===== config.mk =====
export PLATFORM = sky130hd
export DESIGN_NAME = evt_nest_ctrl
export DESIGN_NICKNAME = d
export VERILOG_FILES = /design/src/rtl/evt_nest_pkg.sv /design/src/rtl/evt_edge_detect.sv /design/src/rtl/evt_first_set.sv /design/src/rtl/evt_accept_arb.sv /design/src/rtl/evt_nest_ctrl.sv
export SDC_FILE = /design/constraint.sdc
export NUM_CORES = 1
export LEC_CHECK = 0
export BUFFER_PORTS_ARGS = -buffer_cell sky130_fd_sc_hd__buf_2
export CAP_MARGIN = 30
export CORE_ASPECT_RATIO = 1.25
export CORE_UTILIZATION = 45
export CTS_CLUSTER_SIZE = 25
export DETAILED_ROUTE_END_ITERATION = 16
export PLACE_DENSITY_LB_ADDON = 0.15
export SLEW_MARGIN = 0
export SYNTH_ARGS = -nofsm -noshare
export SYNTH_HDL_FRONTEND = slang
export SYNTH_SLANG_ARGS = --single-unit

===== constraint.sdc =====
create_clock -name clk -period 3.35 [get_ports clk]
set_input_delay 0.5025 -clock clk [delete_from_list [all_inputs] [get_ports clk]]
set_output_delay 0.5025 -clock clk [all_outputs]
set_load 0.05 [all_outputs]

===== src/rtl/evt_nest_pkg.sv =====
package evt_nest_pkg;
   typedef enum logic [1:0] {
      SEL_LATCH = 2'd0,
      SEL_MASK  = 2'd1,
      SEL_PEND  = 2'd2,
      SEL_NONE  = 2'd3
   } evt_reg_sel_e;
endpackage


===== src/rtl/evt_edge_detect.sv =====
// Per-line sampling register plus history register; rise_o is high for
// one cycle after the sample register first sees a line high.
module evt_edge_detect #(
   parameter int unsigned WIDTH = 16
) (
   input  logic             clk,
   input  logic             rst_n,
   input  logic [WIDTH-1:0] lvl_i,
   output logic [WIDTH-1:0] rise_o
);
   logic [WIDTH-1:0] smp_q;
   logic [WIDTH-1:0] hist_q;

   for (genvar b = 0; b < WIDTH; b++) begin : g_line
      always_ff @(posedge clk or negedge rst_n) begin
         if (!rst_n) begin
            smp_q[b]  <= 1'b0;
            hist_q[b] <= 1'b0;
         end else begin
            smp_q[b]  <= lvl_i[b];
            hist_q[b] <= smp_q[b];
         end
      end
      assign rise_o[b] = smp_q[b] & ~hist_q[b];
   end
endmodule


===== src/rtl/evt_first_set.sv =====
// Finds the lowest-index set bit of a vector.
module evt_first_set #(
   parameter int unsigned WIDTH = 16,
   localparam int unsigned IW   = (WIDTH > 1) ? $clog2(WIDTH) : 1
) (
   input  logic [WIDTH-1:0] vec_i,
   output logic             found_o,
   output logic [IW-1:0]    idx_o,
   output logic [WIDTH-1:0] onehot_o
);
   always_comb begin
      found_o  = 1'b0;
      idx_o    = '0;
      onehot_o = '0;
      for (int i = WIDTH - 1; i >= 0; i--) begin
         if (vec_i[i]) begin
            found_o = 1'b1;
            idx_o   = IW'(i);
         end
      end
      if (found_o) onehot_o[idx_o] = 1'b1;
   end
endmodule


===== src/rtl/evt_accept_arb.sv =====
// Chooses the event to accept this cycle and the pending level a return retires.
module evt_accept_arb #(
   parameter int unsigned WIDTH = 16,
   localparam int unsigned IW   = (WIDTH > 1) ? $clog2(WIDTH) : 1
) (
   input  logic [WIDTH-1:0] elig_i,
   input  logic [WIDTH-1:0] pend_i,
   output logic             acc_o,
   output logic [IW-1:0]    acc_idx_o,
   output logic [WIDTH-1:0] acc_onehot_o,
   output logic [WIDTH-1:0] top_pend_onehot_o
);
   logic             cand_found;
   logic [IW-1:0]    cand_idx;
   logic [WIDTH-1:0] cand_onehot;
   logic             pend_found;
   logic [IW-1:0]    pend_idx;

   evt_first_set #(.WIDTH(WIDTH)) u_cand (
      .vec_i    (elig_i),
      .found_o  (cand_found),
      .idx_o    (cand_idx),
      .onehot_o (cand_onehot)
   );

   evt_first_set #(.WIDTH(WIDTH)) u_pend (
      .vec_i    (pend_i),
      .found_o  (pend_found),
      .idx_o    (pend_idx),
      .onehot_o (top_pend_onehot_o)
   );

   assign acc_o        = cand_found && (!pend_found || (cand_idx < pend_idx));
   assign acc_idx_o    = cand_idx;
   assign acc_onehot_o = acc_o ? cand_onehot : '0;
endmodule


===== src/rtl/evt_nest_ctrl.sv =====
module evt_nest_ctrl
   import evt_nest_pkg::*;
#(
   parameter int unsigned NUM_EVT  = 16,
   parameter int unsigned GP_FIRST = 7,
   localparam int unsigned IW      = (NUM_EVT > 1) ? $clog2(NUM_EVT) : 1
) (
   input  logic               clk,
   input  logic               rst_n,
   input  logic [NUM_EVT-1:0] evt_in,
   input  logic               gen_en_cmd,
   input  logic               gen_dis_cmd,
   input  logic               evt_ret,
   input  logic               sup_mode,
   input  logic               reg_wr,
   input  logic               reg_rd,
   input  logic [1:0]         reg_sel,
   input  logic [NUM_EVT-1:0] reg_wdata,
   output logic [NUM_EVT-1:0] reg_rdata,
   output logic               grant_vld,
   output logic [IW-1:0]      grant_idx,
   output logic [NUM_EVT-1:0] evt_latch,
   output logic [NUM_EVT-1:0] evt_mask,
   output logic [NUM_EVT-1:0] evt_pend
);
   if (NUM_EVT < 2 || NUM_EVT > 32) begin : g_bad_width
      $error("evt_nest_ctrl: NUM_EVT must lie in 2..32");
   end
   if (GP_FIRST > NUM_EVT) begin : g_bad_gp
      $error("evt_nest_ctrl: GP_FIRST must not exceed NUM_EVT");
   end

   localparam logic [NUM_EVT-1:0] GP_BITS = {NUM_EVT{1'b1}} << GP_FIRST;

   logic [NUM_EVT-1:0] rise;
   logic [NUM_EVT-1:0] latch_q, latch_d;
   logic [NUM_EVT-1:0] mask_q,  mask_d;
   logic [NUM_EVT-1:0] pend_q,  pend_d;
   logic               gen_en_q;
   logic [NUM_EVT-1:0] elig;
   logic               acc;
   logic [IW-1:0]      acc_idx;
   logic [NUM_EVT-1:0] acc_onehot;
   logic [NUM_EVT-1:0] top_pend_onehot;
   logic               grant_vld_q;
   logic [IW-1:0]      grant_idx_q;
   logic               wr_ok;
   logic               rd_ok;
   evt_reg_sel_e       sel;

   assign sel   = evt_reg_sel_e'(reg_sel);
   assign wr_ok = sup_mode & reg_wr;
   assign rd_ok = sup_mode & reg_rd;

   evt_edge_detect #(.WIDTH(NUM_EVT)) u_edge (
      .clk    (clk),
      .rst_n  (rst_n),
      .lvl_i  (evt_in),
      .rise_o (rise)
   );

   // General-purpose lines are qualified by the global enable.
   assign elig = latch_q & mask_q & (~GP_BITS | {NUM_EVT{gen_en_q}});

   evt_accept_arb #(.WIDTH(NUM_EVT)) u_arb (
      .elig_i            (elig),
      .pend_i            (pend_q),
      .acc_o             (acc),
      .acc_idx_o         (acc_idx),
      .acc_onehot_o      (acc_onehot),
      .top_pend_onehot_o (top_pend_onehot)
   );

   always_comb begin
      latch_d = latch_q;
      if (wr_ok && sel == SEL_LATCH) begin
         latch_d = (latch_q & mask_q) | (reg_wdata & ~mask_q);
      end
      latch_d = (latch_d & ~acc_onehot) | rise;
   end

   always_comb begin
      mask_d = mask_q;
      if (wr_ok && sel == SEL_MASK) mask_d = reg_wdata;
   end

   always_comb begin
      pend_d = pend_q;
      if (evt_ret) pend_d = pend_d & ~top_pend_onehot;
      pend_d = pend_d | acc_onehot;
   end

   always_ff @(posedge clk or negedge rst_n) begin
      if (!rst_n) begin
         latch_q     <= '0;
         mask_q      <= '0;
         pend_q      <= '0;
         gen_en_q    <= 1'b0;
         grant_vld_q <= 1'b0;
         grant_idx_q <= '0;
      end else begin
         latch_q     <= latch_d;
         mask_q      <= mask_d;
         pend_q      <= pend_d;
         grant_vld_q <= acc;
         if (acc) grant_idx_q <= acc_idx;
         if (gen_dis_cmd)     gen_en_q <= 1'b0;
         else if (gen_en_cmd) gen_en_q <= 1'b1;
      end
   end

   always_comb begin
      reg_rdata = '0;
      if (rd_ok) begin
         unique case (sel)
            SEL_LATCH: reg_rdata = latch_q;
            SEL_MASK:  reg_rdata = mask_q;
            SEL_PEND:  reg_rdata = pend_q;
            SEL_NONE:  reg_rdata = '0;
         endcase
      end
   end

   assign grant_vld = grant_vld_q;
   assign grant_idx = grant_idx_q;
   assign evt_latch = latch_q;
   assign evt_mask  = mask_q;
   assign evt_pend  = pend_q;
endmodule


=== Word-level counts from Yosys, hierarchy flattened ===
Cells that the tools add are included.

* Add/subtract/negate cells: 0
* Multiply operators: 0
* Divide/modulo/power cells: 0
* Magnitude comparators: 5
* Equal/unequal tests: 3
* Shifts and indexed selects: 0
* Mux-type cells: 77
* Bitwise gates (word level): 45
* Reduce and logical (&&, ||, !) cells: 9

{| class="wikitable"
|+ Operators with widths
! cell !! count
|-
| $mux W4 || 32
|-
| $mux W16 || 6
|-
| $and A16 B16 Y16 || 5
|-
| $pmux W16 S4 || 1
|-
| $not A16 Y16 || 3
|-
| $or A16 B16 Y16 || 3
|-
| $mux W1 || 36
|-
| $and A1 B1 Y1 || 18
|-
| $not A1 Y1 || 16
|-
| $lt A4 B5 Y1 const B || 2
|-
| $demux W1 S4 || 2
|-
| $ge A4 B1 Y1 const B || 2
|-
| $logic_and A1 B1 Y1 || 5
|-
| $eq A2 B2 Y1 const B || 2
|-
| $lt A4 B4 Y1 || 1
|-
| $eq A2 B1 Y1 const B || 1
|-
| $logic_not A2 Y1 || 1
|-
| $reduce_bool A2 Y1 || 1
|-
| $logic_not A1 Y1 || 1
|-
| $logic_or A1 B1 Y1 || 1
|}

* Register bits after elaboration: 86
* Latch bits: 0
* Memory bits (writable): 0
* Bits in read-only memories: 0
* Input port bits: 42
* Output and inout port bits: 69
* Word-level logic and storage cells: 177
* Memories: 0

=== Longest topological paths before layout ===
Gate-level depths: netlist (run 1).

* Word-level depth: 27
* Mapped depth: 13
* Gate-level depth less buffers: 12

=== By module ===
Synthesis (run 1) repeated with hierarchy kept, for this count alone.

* Cells, all modules: 494
* Area, all modules: 4,873.4 µm²

{| class="wikitable"
|+ By module, submodules not included
! module !! instances !! cells each !! area an instance (µm²) !! seq. area each (µm²)
|-
| evt_nest_ctrl || 1 || 299 || 2,879.0 || 1,351.3
|-
| evt_edge_detect || 1 || 48 || 1,021.0 || 800.8
|-
| evt_first_set || 2 || 58 || 337.8 || 0.0
|-
| evt_accept_arb || 1 || 31 || 297.8 || 0.0
|}

=== Worst setup path after synthesis (run 1) ===
OpenSTA, ideal clock, no wires.

* Kind: reg2reg
* Start point: register latch_q[7], in the netlist evt_latch[7]
* End point: register latch_q[10], in the netlist evt_latch[10]
* Setup time: 0.141 ns
* Arrival time: 2.968 ns
* Required time: 3.209 ns
* Slack: 0.241 ns
* Cell stages (with the launch flop): 13
* Buffers on the path: 0
* Period minus slack after synthesis: 3.109 ns
* Path through: dfrtp_1 > a32oi_1 > a31o_2 > a21oi_1 > o21ai_2 > inv_2 > ha_1 > a211oi_2 > nand2_1 > a211oi_1 > a211oi_4 > nor4_1 > o22ai_1

* Longest elaborated chain between the ends: 19
* Elaborated cells between the ends (all ways): 31
* Classes of those cells: order compare: 3; mux: 20; bitwise: 5; reduce/logical: 3

{| class="wikitable"
|+ Ends and longest elaborated chain
! element !! line !! text
|-
| start: declaration || evt_nest_ctrl.sv:36 || <nowiki>logic [NUM_EVT-1:0] latch_q, latch_d;</nowiki>
|-
| start signal: assignment || evt_nest_ctrl.sv:102 || <nowiki>latch_q <= latch_d;</nowiki>
|-
| $and A16 B16 Y16 (*) (2 in a row) || evt_nest_ctrl.sv:63 || <nowiki>assign elig = latch_q & mask_q & (~GP_BITS | {NUM_EVT{gen_en_q}});</nowiki>
|-
| $mux W4 (*) (8 in a row) || evt_first_set.sv:16 || <nowiki>if (vec_i[i]) begin</nowiki>
|-
| named net acc_idx[1] || evt_nest_ctrl.sv:42 || <nowiki>logic [IW-1:0] acc_idx;</nowiki>
|-
| $lt A4 B5 Y1 (not written as such) or $ge A4 B1 Y1 (tied branches) || evt_first_set.sv:21 || <nowiki>if (found_o) onehot_o[idx_o] = 1'b1;</nowiki>
|-
| $logic_and A1 B1 Y1 (not written as such) || evt_first_set.sv:21 ||
|-
| $mux W1 (not written as such) || evt_first_set.sv:21 ||
|-
| $demux W1 S4 || evt_first_set.sv:21 ||
|-
| $mux W16 || evt_first_set.sv:21 ||
|-
| $mux W16 (*) || evt_accept_arb.sv:35 || <nowiki>assign acc_onehot_o = acc_o ? cand_onehot : '0;</nowiki>
|-
| $not A16 Y16 (*) || evt_nest_ctrl.sv:79 || <nowiki>latch_d = (latch_d & ~acc_onehot) | rise;</nowiki>
|-
| $and A16 B16 Y16 (*) || evt_nest_ctrl.sv:79 ||
|-
| $or A16 B16 Y16 (*) || evt_nest_ctrl.sv:79 ||
|-
| named net latch_d[10] || evt_nest_ctrl.sv:36 ||
|}

Mark *: on every way through the listed nets, which the timed path passes. The rest lies on a longest branch.
A chain may end at the register's enable or synchronous reset.

=== Worst setup path after layout (run 1) ===
* Start point: register latch_q[7], in the netlist evt_latch[7]
* End point: register latch_q[14], in the netlist evt_latch[14]

The elaborated chain is that of the path after synthesis.

==> results.toml, run 1 <==
[setup_path]
worstReg2RegEnd = "evt_latch[14]"
slowest_stage = "nor4_2"
setup.worst_path.start_class = "register"
crit_arrival_ps = 3370
crit_type = "reg -> reg"
critPathMaxFanout = 8
crit_family = "compound AO/OA/AOI/OAI gates"
required_ps = 3550
reg2reg_slack_ps = 180
cpPeakStageDelay_ps = 460
worst_path_most_repeated_cell = "o21a_1"
reg2reg_from = "evt_latch[7]"
endpoint_kind = "register"
crit_chain = "a32oi_1 > a31o_2 > a21oi_1 > o21ai_2 > inv_2 > ha_1 > o21a_1 > o21a_1 > o22ai_4 > a211oi_4 > nor4_2 > o22ai_1"
critical_path_buf_inv_count = 1
rr_worst_depth = 12

[timing]
clock_skew_ps = 5.21
rsz0062_at_grt = "no"
fin_crit_ps = 3170
tightestPinTransition_ps = 808
fmax_mhz = 315
hold_violations = 0
max-slew-margin-rel_pct = 46.0
worst_slack_ps = 177
finalCritPeriodShare_pct = 94.7
slew_violations = 0
finalSetupViolCount = 0

[clock_network]
cts_made_buffers = 9
worstSkewPairLatency_ps = 340
cts_sinks = 86
ctsLongestPathBuffers = 2
cts_root_buf = "clkbuf_16"
clk_pin_slew_ps = 60
cts_tree = "yes"
hold_buffers = 0
cts_max_level = 3

[yosys]
synth.top_cells.by_area = "dfrtp_1 (49%), mux2i_1 (7.1%), nor2_1 (5.4%), mux2_2 (4.7%), a21oi_1 (2.5%)"
yosys.area.top_type = "dfrtp_1"
synthFlopType = "dfrtp_1"
synth_edf_count = 0
synth_top_area_share_pct = 49.5
syn-cell-area_um2 = 4350
ys_seq_area_share_pct = 49.5
synth_cell_types = 58
ys_warn_count = 0
synthesis.nets = 470
netlist_instances = 425
async_flop_share_pct = 100
ys_ff_latch = 86
syn_avg_cell_area_um2 = 10.2

[hold_path]
min_path_type = "in -> async"

[routing]
routed.top_layer = "met4"
wl_um = 12300
wl_per_cell_um = 18.0
drt_iter0_drc = 211
dr_wl_met2_um = 5900
met3WireLength_um = 435
m1WireLength_um = 5690
vias = 3779
drc = 0
ant_nets = 0
vias_per_cell = 5.53
drtPass1Iterations = 4

[power_and_ir_drop]
ir_drop_mv = 0.573
power_density_nw_per_um2 = 1010
p_leak_uw = 0.00262

[die]
initial_core_util_pct = 46.9
die_w_um = 89.9
core-area_um2 = 9270
die_y_um = 112
dieArea_um2 = 10100
design.portCount = 111
rows = 39

[flow_run]
cap_violations = 0

[global_route]
grt_pass1_vias = 3712
antenna_found_initial = 0
grt_use_total_pct = 25.4
grt_pass1_wl_um = 19700
overflow = 0
grt_max_degree = 57

[layout]
area_growth_pct = 27.3
fin_util_pct = 59.7
insertedDiodeCount = 0
fin_nets = 601
layout-drive-gt1-share_pct = 33.8

[placement]
place_ws_ps = -43.4
place_congestion = 0.878
port_buffers = 110
dp.final_hpwl_um = 9480

[run_status]
status = "finished, final reports clean"
[power breakdown]
group / internal (uW) / switching, uW
combinational: 943 / 1990
sequential: 1260 / 325
clock: 654 / 420
[Yosys cell counts (2+ instances only)]
cell and number:
nand3b_1 3, nor4_1 10, o21ai_0 11, nor2b_1 3
o21ai_2 2, nor2_1 63, o21a_1 4, a22oi_1 3
or3_1 3, a21o_1 8, ha_1 3, a31oi_1 3
mux2i_1 31, o21ai_1 4, a22o_1 8, nor4_2 3
a211oi_2 2, o31ai_1 3, buf_2 2, a211oi_1 4
clkbuf_1 9, a21oi_1 22, dfrtp_1 86, nand3_1 6
o221ai_1 2, o22ai_1 15, nor3_1 6, mux2_2 18
and2_1 2, nand2_1 27, nand2b_1 7, inv_1 24
a32o_1 2, a32oi_1 2
[flip-flops by register name (all words and copies together), names as in the netlist]
signal and cells:
gen_en_q 1, u_edge.smp_q 16, u_edge.hist_q 16, grant_vld 1, evt_latch 16, evt_mask 16
grant_idx 4, evt_pend 16
[repair_timing]
action,4_1_cts,5_1_grt
buffers inserted,0,0
endpoints found under the setup margin,1,8
pin swaps,0,0
gates resized for setup,1,4
hold endpoints to repair,0,0
[cell type report]
type | count | area [um2]
multi-input cells | 301 | 2070
repair buffers | 133 | 746
inverters | 25 | 93.8
flip-flops and latches | 86 | 2150
fillers | 851 | 3730
clock inverters | 6 | 92.6
clock buffers | 9 | 225
well taps | 123 | 154
[worst max-delay path by stage]
stage                             start             to  slack, ps  cells after the start
after floorplan            evt_latch[7]  evt_latch[10]        240                     12
after global placement    evt_latch[15]  evt_latch[14]         10                     11
after detailed placement  evt_latch[15]  evt_latch[14]        -40                     11
after CTS                  evt_latch[7]  evt_latch[10]         90                     12
after global routing       evt_latch[7]  evt_latch[14]         10                     12
final                      evt_latch[7]  evt_latch[14]        180                     12
[worst register-to-register path: stages, from the launching register on]
cell	delay (ps)
dfrtp_1	430
a32oi_1	360
a31o_2	210
a21oi_1	50
o21ai_2	300
inv_2	70
ha_1	300
o21a_1	190
o21a_1	200
o22ai_4	210
a211oi_4	110
nor4_2	460
o22ai_1	150
[per-layer routing]
layer,vias up,GRT usage (%)
li1,1803,-
met1,1870,34.6
met2,88,40.8
met3,18,3.48
met4,0,10.6
met5,-,0
[metrics by stage]
stage,std cells,total power (uW),area [um2],hold slack [ps],TNS [ps]
after floorplan,425,3650,4350,207,0
after global placement,667,4450,5160,360,0
after detailed placement,668,4490,5190,359,-43.4
after CTS,683,5580,5510,117,0
final,683,5600,5540,104,0
after global routing,683,5890,5540,137,0
[kinds of logic (layout without fill, tap and decap cells)]
logic type               Yosys count  in the layout  share of synthesized area, %
flip-flops                        86             86                          49.5
AO/OA/AOI/OAI                    110            110                          19.0
multiplexers                      49             49                          11.8
adder cells (fa/ha/maj)            3              3                         0.863
buffers and inverters             38            173                          3.51
AND/OR/NAND/NOR                  139            139                          15.4
[cell usage in the layout (no fill, tap or decap), types with 2 or more instances in the layout]
cell / n
nand2_1: 27
inv_6: 2
nand3b_1: 3
clkbuf_16: 9
o21ai_1: 4
buf_2: 109
o21ai_0: 11
a21oi_1: 22
nor2_1: 63
clkinvlp_4: 2
nor4_2: 7
o31ai_1: 3
dfrtp_1: 86
inv_1: 24
nor2b_1: 3
buf_4: 23
a211oi_2: 3
a31oi_1: 3
o22ai_1: 15
o21ai_2: 2
nor3_1: 6
mux2_2: 18
o21a_1: 4
a32o_1: 2
bufinv_16: 2
or3_1: 3
nand2b_1: 7
a21o_1: 8
ha_1: 3
o221ai_1: 2
a32oi_1: 2
nor4_1: 6
nand3_1: 6
and2_1: 2
a22o_1: 8
a22oi_1: 3
a211oi_1: 3
mux2i_1: 31
Power figures use the tool's default switching activity.
==> run 2, diff against run 1 <==
- CTS_BUF_LIST: default -> sky130_fd_sc_hd__clkbuf_4 sky130_fd_sc_hd__clkbuf_8
- RECOVER_POWER: default -> 100
- TNS_END_PERCENT: default -> 50
==> results.toml, run 2 (same netlist as run 1, synthesis figures left out) <==
[placement]
port_buffers = 110
dpl-instance-area_um2 = 5190
place_congestion = 0.878
dp.final_hpwl_um = 9480

[clock_network]
worstSkewPairLatency_ps = 370
ctsLongestPathBuffers = 2
hold_buffers = 0
cts_tree = "yes"
cts_max_level = 3
clk_pin_slew_ps = 90
cts_setup_buffers = 0
cts_resized = 1
cts_root_buf = "clkbuf_8"
cts_made_buffers = 9
cts_sinks = 86

[timing]
finalCritPeriodShare_pct = 95.8
setup_tns_ps = 0
hold_violations = 0
clock_skew_ps = 8.51
finalSetupViolCount = 0
fmax_mhz = 312
max-slew-margin-rel_pct = -14.7
tightestPinTransition_ps = 1720
rsz0062_at_grt = "no"
fin_crit_ps = 3210
slew_violations = 32

[global_route]
antenna_found_initial = 0
grt_pass1_wl_um = 19700
grt_max_degree = 57
overflow = 0
grt_pass1_vias = 3715
grt_use_total_pct = 25.4

[setup_path]
setup.worst_path.start_class = "register"
required_ps = 3600
critPathMaxFanout = 6
crit_arrival_ps = 3460
crit_type = "reg -> reg"
endpoint_kind = "register"

[power_and_ir_drop]
p_leak_uw = 0.00238
power_frac_seq_pct = 30.3
power_density_nw_per_um2 = 987
power.share.switching_pct = 51.5
internal_power_uw = 2540
p_comb_share_pct = 54.2
ir_drop_mv = 0.524
clock_power_share_pct = 15.5
p_sw_uw = 2700

[routing]
vias_per_cell = 5.52
vias = 3771
drc = 0
wl_per_cell_um = 18.0
drtPass1Iterations = 4
drt_iter0_drc = 189
ant_nets = 0
wl_um = 12300

[die]
die_y_um = 112
die_w_um = 89.9
design.portCount = 111
core-area_um2 = 9270
dieArea_um2 = 10100
rows = 39
initial_core_util_pct = 46.9

[layout]
area_growth_pct = 22.2
final_common_cell = "dfrtp_1"
mostFrequentLayoutCells = "dfrtp_1 (86), nor2_1 (63), clkbuf_1 (59)"
insertedDiodeCount = 0
layout-drive-gt1-share_pct = 23.2
fin_area_um2 = 5320
fin_nets = 601
n_fill_cell = 889

[run_status]
violations = "max-capacitance violations, max-slew violations"
status = "finished, violations left"

[flow_run]
cap_violations = 1

[hold_path]
min_path_type = "in -> reg"
run 2: per-stage QoR:
stage	cells	setup slack (ps)	total power, uW	utilization, %	hold WS, ps
CTS	683	97.2	5310	58.4	85.9
finish	683	141	5250	57.3	231
detailed placement	668	-43.4	4490	56.0	359
global route	683	14.2	5540	57.3	223
floorplan	425	241	3650	-	207
global placement	667	9.64	4450	55.7	360
run 2: final timing paths:
check                              endpoint             from  slack (ps)  cells past startpoint
hold / removal             u_edge.smp_q[13]       evt_in[13]         230                      1
hold reg to reg            u_edge.hist_q[9]  u_edge.smp_q[9]         380                      0
setup reg to reg               evt_latch[7]     evt_latch[7]         140                     12
min in group asynchronous      evt_pend[15]            rst_n         570                      1
setup / recovery               evt_latch[7]     evt_latch[7]         140                     12
max in group asynchronous          gen_en_q            rst_n         660                      2
run 2: cell type report:
type | count | area, um2 | share of cell area, %
multi-input combinational | 301 | 2070 | 38.9
sequential | 86 | 2150 | 40.5
clock inverter | 6 | 92.6 | 1.74
inverter | 25 | 93.8 | 1.77
tap | 123 | 154 | 2.89
clock buffer | 9 | 124 | 2.33
timing repair buffer | 133 | 634 | 11.9
run 2: power groups by stage:
| stage | combinational [uW] | sequential, uW | clock, uW |
|---|---|---|---|
| floorplan | 1430 | 2220 | 0 |
| global placement | 2860 | 1590 | 0 |
| global route | 3040 | 1630 | 868 |
| detailed placement | 2890 | 1600 | 0 |
| CTS | 2900 | 1580 | 827 |
| finish | 2840 | 1590 | 815 |
run 2: worst max-delay path: stages (launching register included):
cell	delay (ps)
dfrtp_1	430
a32oi_1	360
a31o_2	210
a21oi_1	50
o21ai_2	300
inv_2	70
ha_1	300
o21a_1	190
o21a_1	200
o22a_1	310
nor4_1	340
clkbuf_1	210
o22ai_1	110
run 2: per-layer routing:
metal / GRT usage, % / wire (um)
met4: 9.57 / 268
met5: 0 / 0
met1: 34.6 / 5500
met3: 4.37 / 642
met2: 40.6 / 5910
==> run 3, diff against run 2 <==
- CELL_PAD_IN_SITES_DETAIL_PLACEMENT: default -> 2
- CELL_PAD_IN_SITES_GLOBAL_PLACEMENT: default -> 2
- CORE_MARGIN: default -> 2
- CORE_UTILIZATION: 45 -> 34
- clock period: 3.35 -> 3.1 ns (I/O delays scaled with it)
==> results.toml, run 3 (same netlist as run 1, synthesis figures left out) <==
[routing]
wl_per_cell_um = 23.1
ant_nets = 0
wl_um = 18100
met3WireLength_um = 562
vias_per_cell = 5.39
drtPass1Iterations = 4
drt_iter0_drc = 159
routed.top_layer = "met4"
drc = 0
vias = 4245
m1WireLength_um = 7350
dr_wl_met2_um = 9890

[die]
core-area_um2 = 12600
die_w_um = 105
dieArea_um2 = 13700
rows = 46
design.portCount = 111
initial_core_util_pct = 34.5
die_y_um = 130

[timing]
rsz0062_at_grt = "yes"
clock_skew_ps = 16.3
slew_violations = 64
fmax_mhz = 325
finalSetupViolCount = 0
fin_crit_ps = 3080
finalCritPeriodShare_pct = 99.4
tightestPinTransition_ps = 1620
max-slew-margin-rel_pct = -7.88
hold_violations = 0
whs_ps = 186

[global_route]
grt_max_degree = 64
grt_pass1_wl_um = 26800
grt_pass1_vias = 4603
antenna_found_initial = 0
grt_use_total_pct = 25.9
overflow = 0

[setup_path]
crit_type = "reg -> reg"
worst_path_most_repeated_cell = "o21a_1"
rr_worst_depth = 12
setup.worst_path.start_class = "register"
endpoint_kind = "register"
slowest_stage = "a211oi_4"
cpPeakStageDelay_ps = 560
required_ps = 3380
crit_chain = "a22o_1 > o21ai_2 > nand2b_4 > a31oi_4 > ha_1 > o21a_1 > o21a_1 > o22ai_4 > a211oi_4 > nor4_2 > buf_4 > o22ai_1"
critPathMaxFanout = 8
crit_arrival_ps = 3360

[clock_network]
clk_pin_slew_ps = 100
cts_made_buffers = 9
ctsLongestPathBuffers = 2
worstSkewPairLatency_ps = 370
cts_root_buf = "clkbuf_8"
cts_max_level = 3
cts_tree = "yes"
cts_sinks = 86

[flow_run]
cap_violations = 1

[run_status]
status = "finished, violations left"
violations = "max-capacitance violations, max-slew violations"

[layout]
seqCellArea_um2 = 2160
layout-drive-gt1-share_pct = 36.3
fin_area_um2 = 5990
fin_nets = 659
multi_input_area_um2 = 2230
area_growth_pct = 37.7
final_common_cell = "dfrtp_1"
mostFrequentLayoutCells = "dfrtp_1 (80), buf_4 (77), buf_2 (66)"
insertedDiodeCount = 0
n_fill_cell = 1373

[placement]
dpl-instance-area_um2 = 5600
place_congestion = 0.919
port_buffers = 110
dp.final_hpwl_um = 13400

[hold_path]
holdPathStages = 1
min_path_type = "in -> reg"

[power_and_ir_drop]
ir_drop_mv = 0.389
power_density_nw_per_um2 = 1090
p_leak_uw = 0.00274
[run 3: cell count changes in the layout (fill, tap and decap cells not counted), moves of 3 or more]
cell	delta
buf_4	+60
buf_2	+26
clkbuf_2	-16
clkbuf_1	-12
dfrtp_1	-6
dfrtp_2	+6
a21oi_1	-3
a21oi_2	+3
nor4_1	-3
nor4_4	+3
[run 3: per-stage QoR]
step	setup slack, ps	util (%)	instances	TNS, ps	total power [uW]
floorplan	11.0	-	425	0	3940
global placement	-68.8	44.3	761	-201	5290
detailed placement	-151	44.4	762	-1120	5380
CTS	-0.159	46.5	779	-0.159	6370
global route	-109	47.5	787	-809	6900
finish	19.3	47.5	787	0	6540
[run 3: worst max-delay path: cells and delay by family (launching register included)]
kind	cells	cell delay (ps)
AND/OR/NAND/NOR	2	220
buffers and inverters	1	190
flip-flops	1	450
AO/OA/AOI/OAI	8	1950
adder cells (fa/ha/maj)	1	170
[run 3: final timing paths]
kind	endpoint	from	slack [ps]
min in group asynchronous	grant_idx[0]	rst_n	480
min	u_edge.smp_q[1]	evt_in[1]	190
max in group asynchronous	evt_mask[12]	rst_n	1190
min reg2reg	u_edge.hist_q[13]	u_edge.smp_q[13]	380
max reg2reg	evt_latch[6]	evt_latch[9]	20
max	evt_latch[6]	evt_latch[9]	20
[run 3: where the power goes]
| group | switching (uW) | total [uW] | internal (uW) |
|---|---|---|---|
| registers | 260 | 1620 | 1360 |
| logic | 2720 | 4050 | 1330 |
| clock network | 470 | 869 | 399 |
| total | 3440 | 6540 | 3100 |
[run 3: what timing repair did]
| action | 4_1_cts | 5_1_grt |
|---|---|---|
| resized for setup | 10 | 26 |
| hold buffers | 0 | 0 |
| gates cloned | 0 | 0 |
| buffers inserted | 1 | 8 |
| endpoints found under the setup margin | 19 | 27 |
| pin swaps | 1 | 5 |
[run 3: final cells by class]
type	count	area share [%]
Clock buffer	10	2.19
Clock inverter	6	1.32
Inverter	25	1.57
Multi-Input combinational cell	301	37.2
Sequential cell	86	36.0
Tap cell	168	3.51
Timing Repair Buffer	191	18.2
[run 3: metal layers]
metal | track usage (%) | vias up
met5 | 0 | -
met4 | 7.69 | 0
met3 | 4.17 | 27
met2 | 47.7 | 93
met1 | 31.4 | 2199
li1 | - | 1926
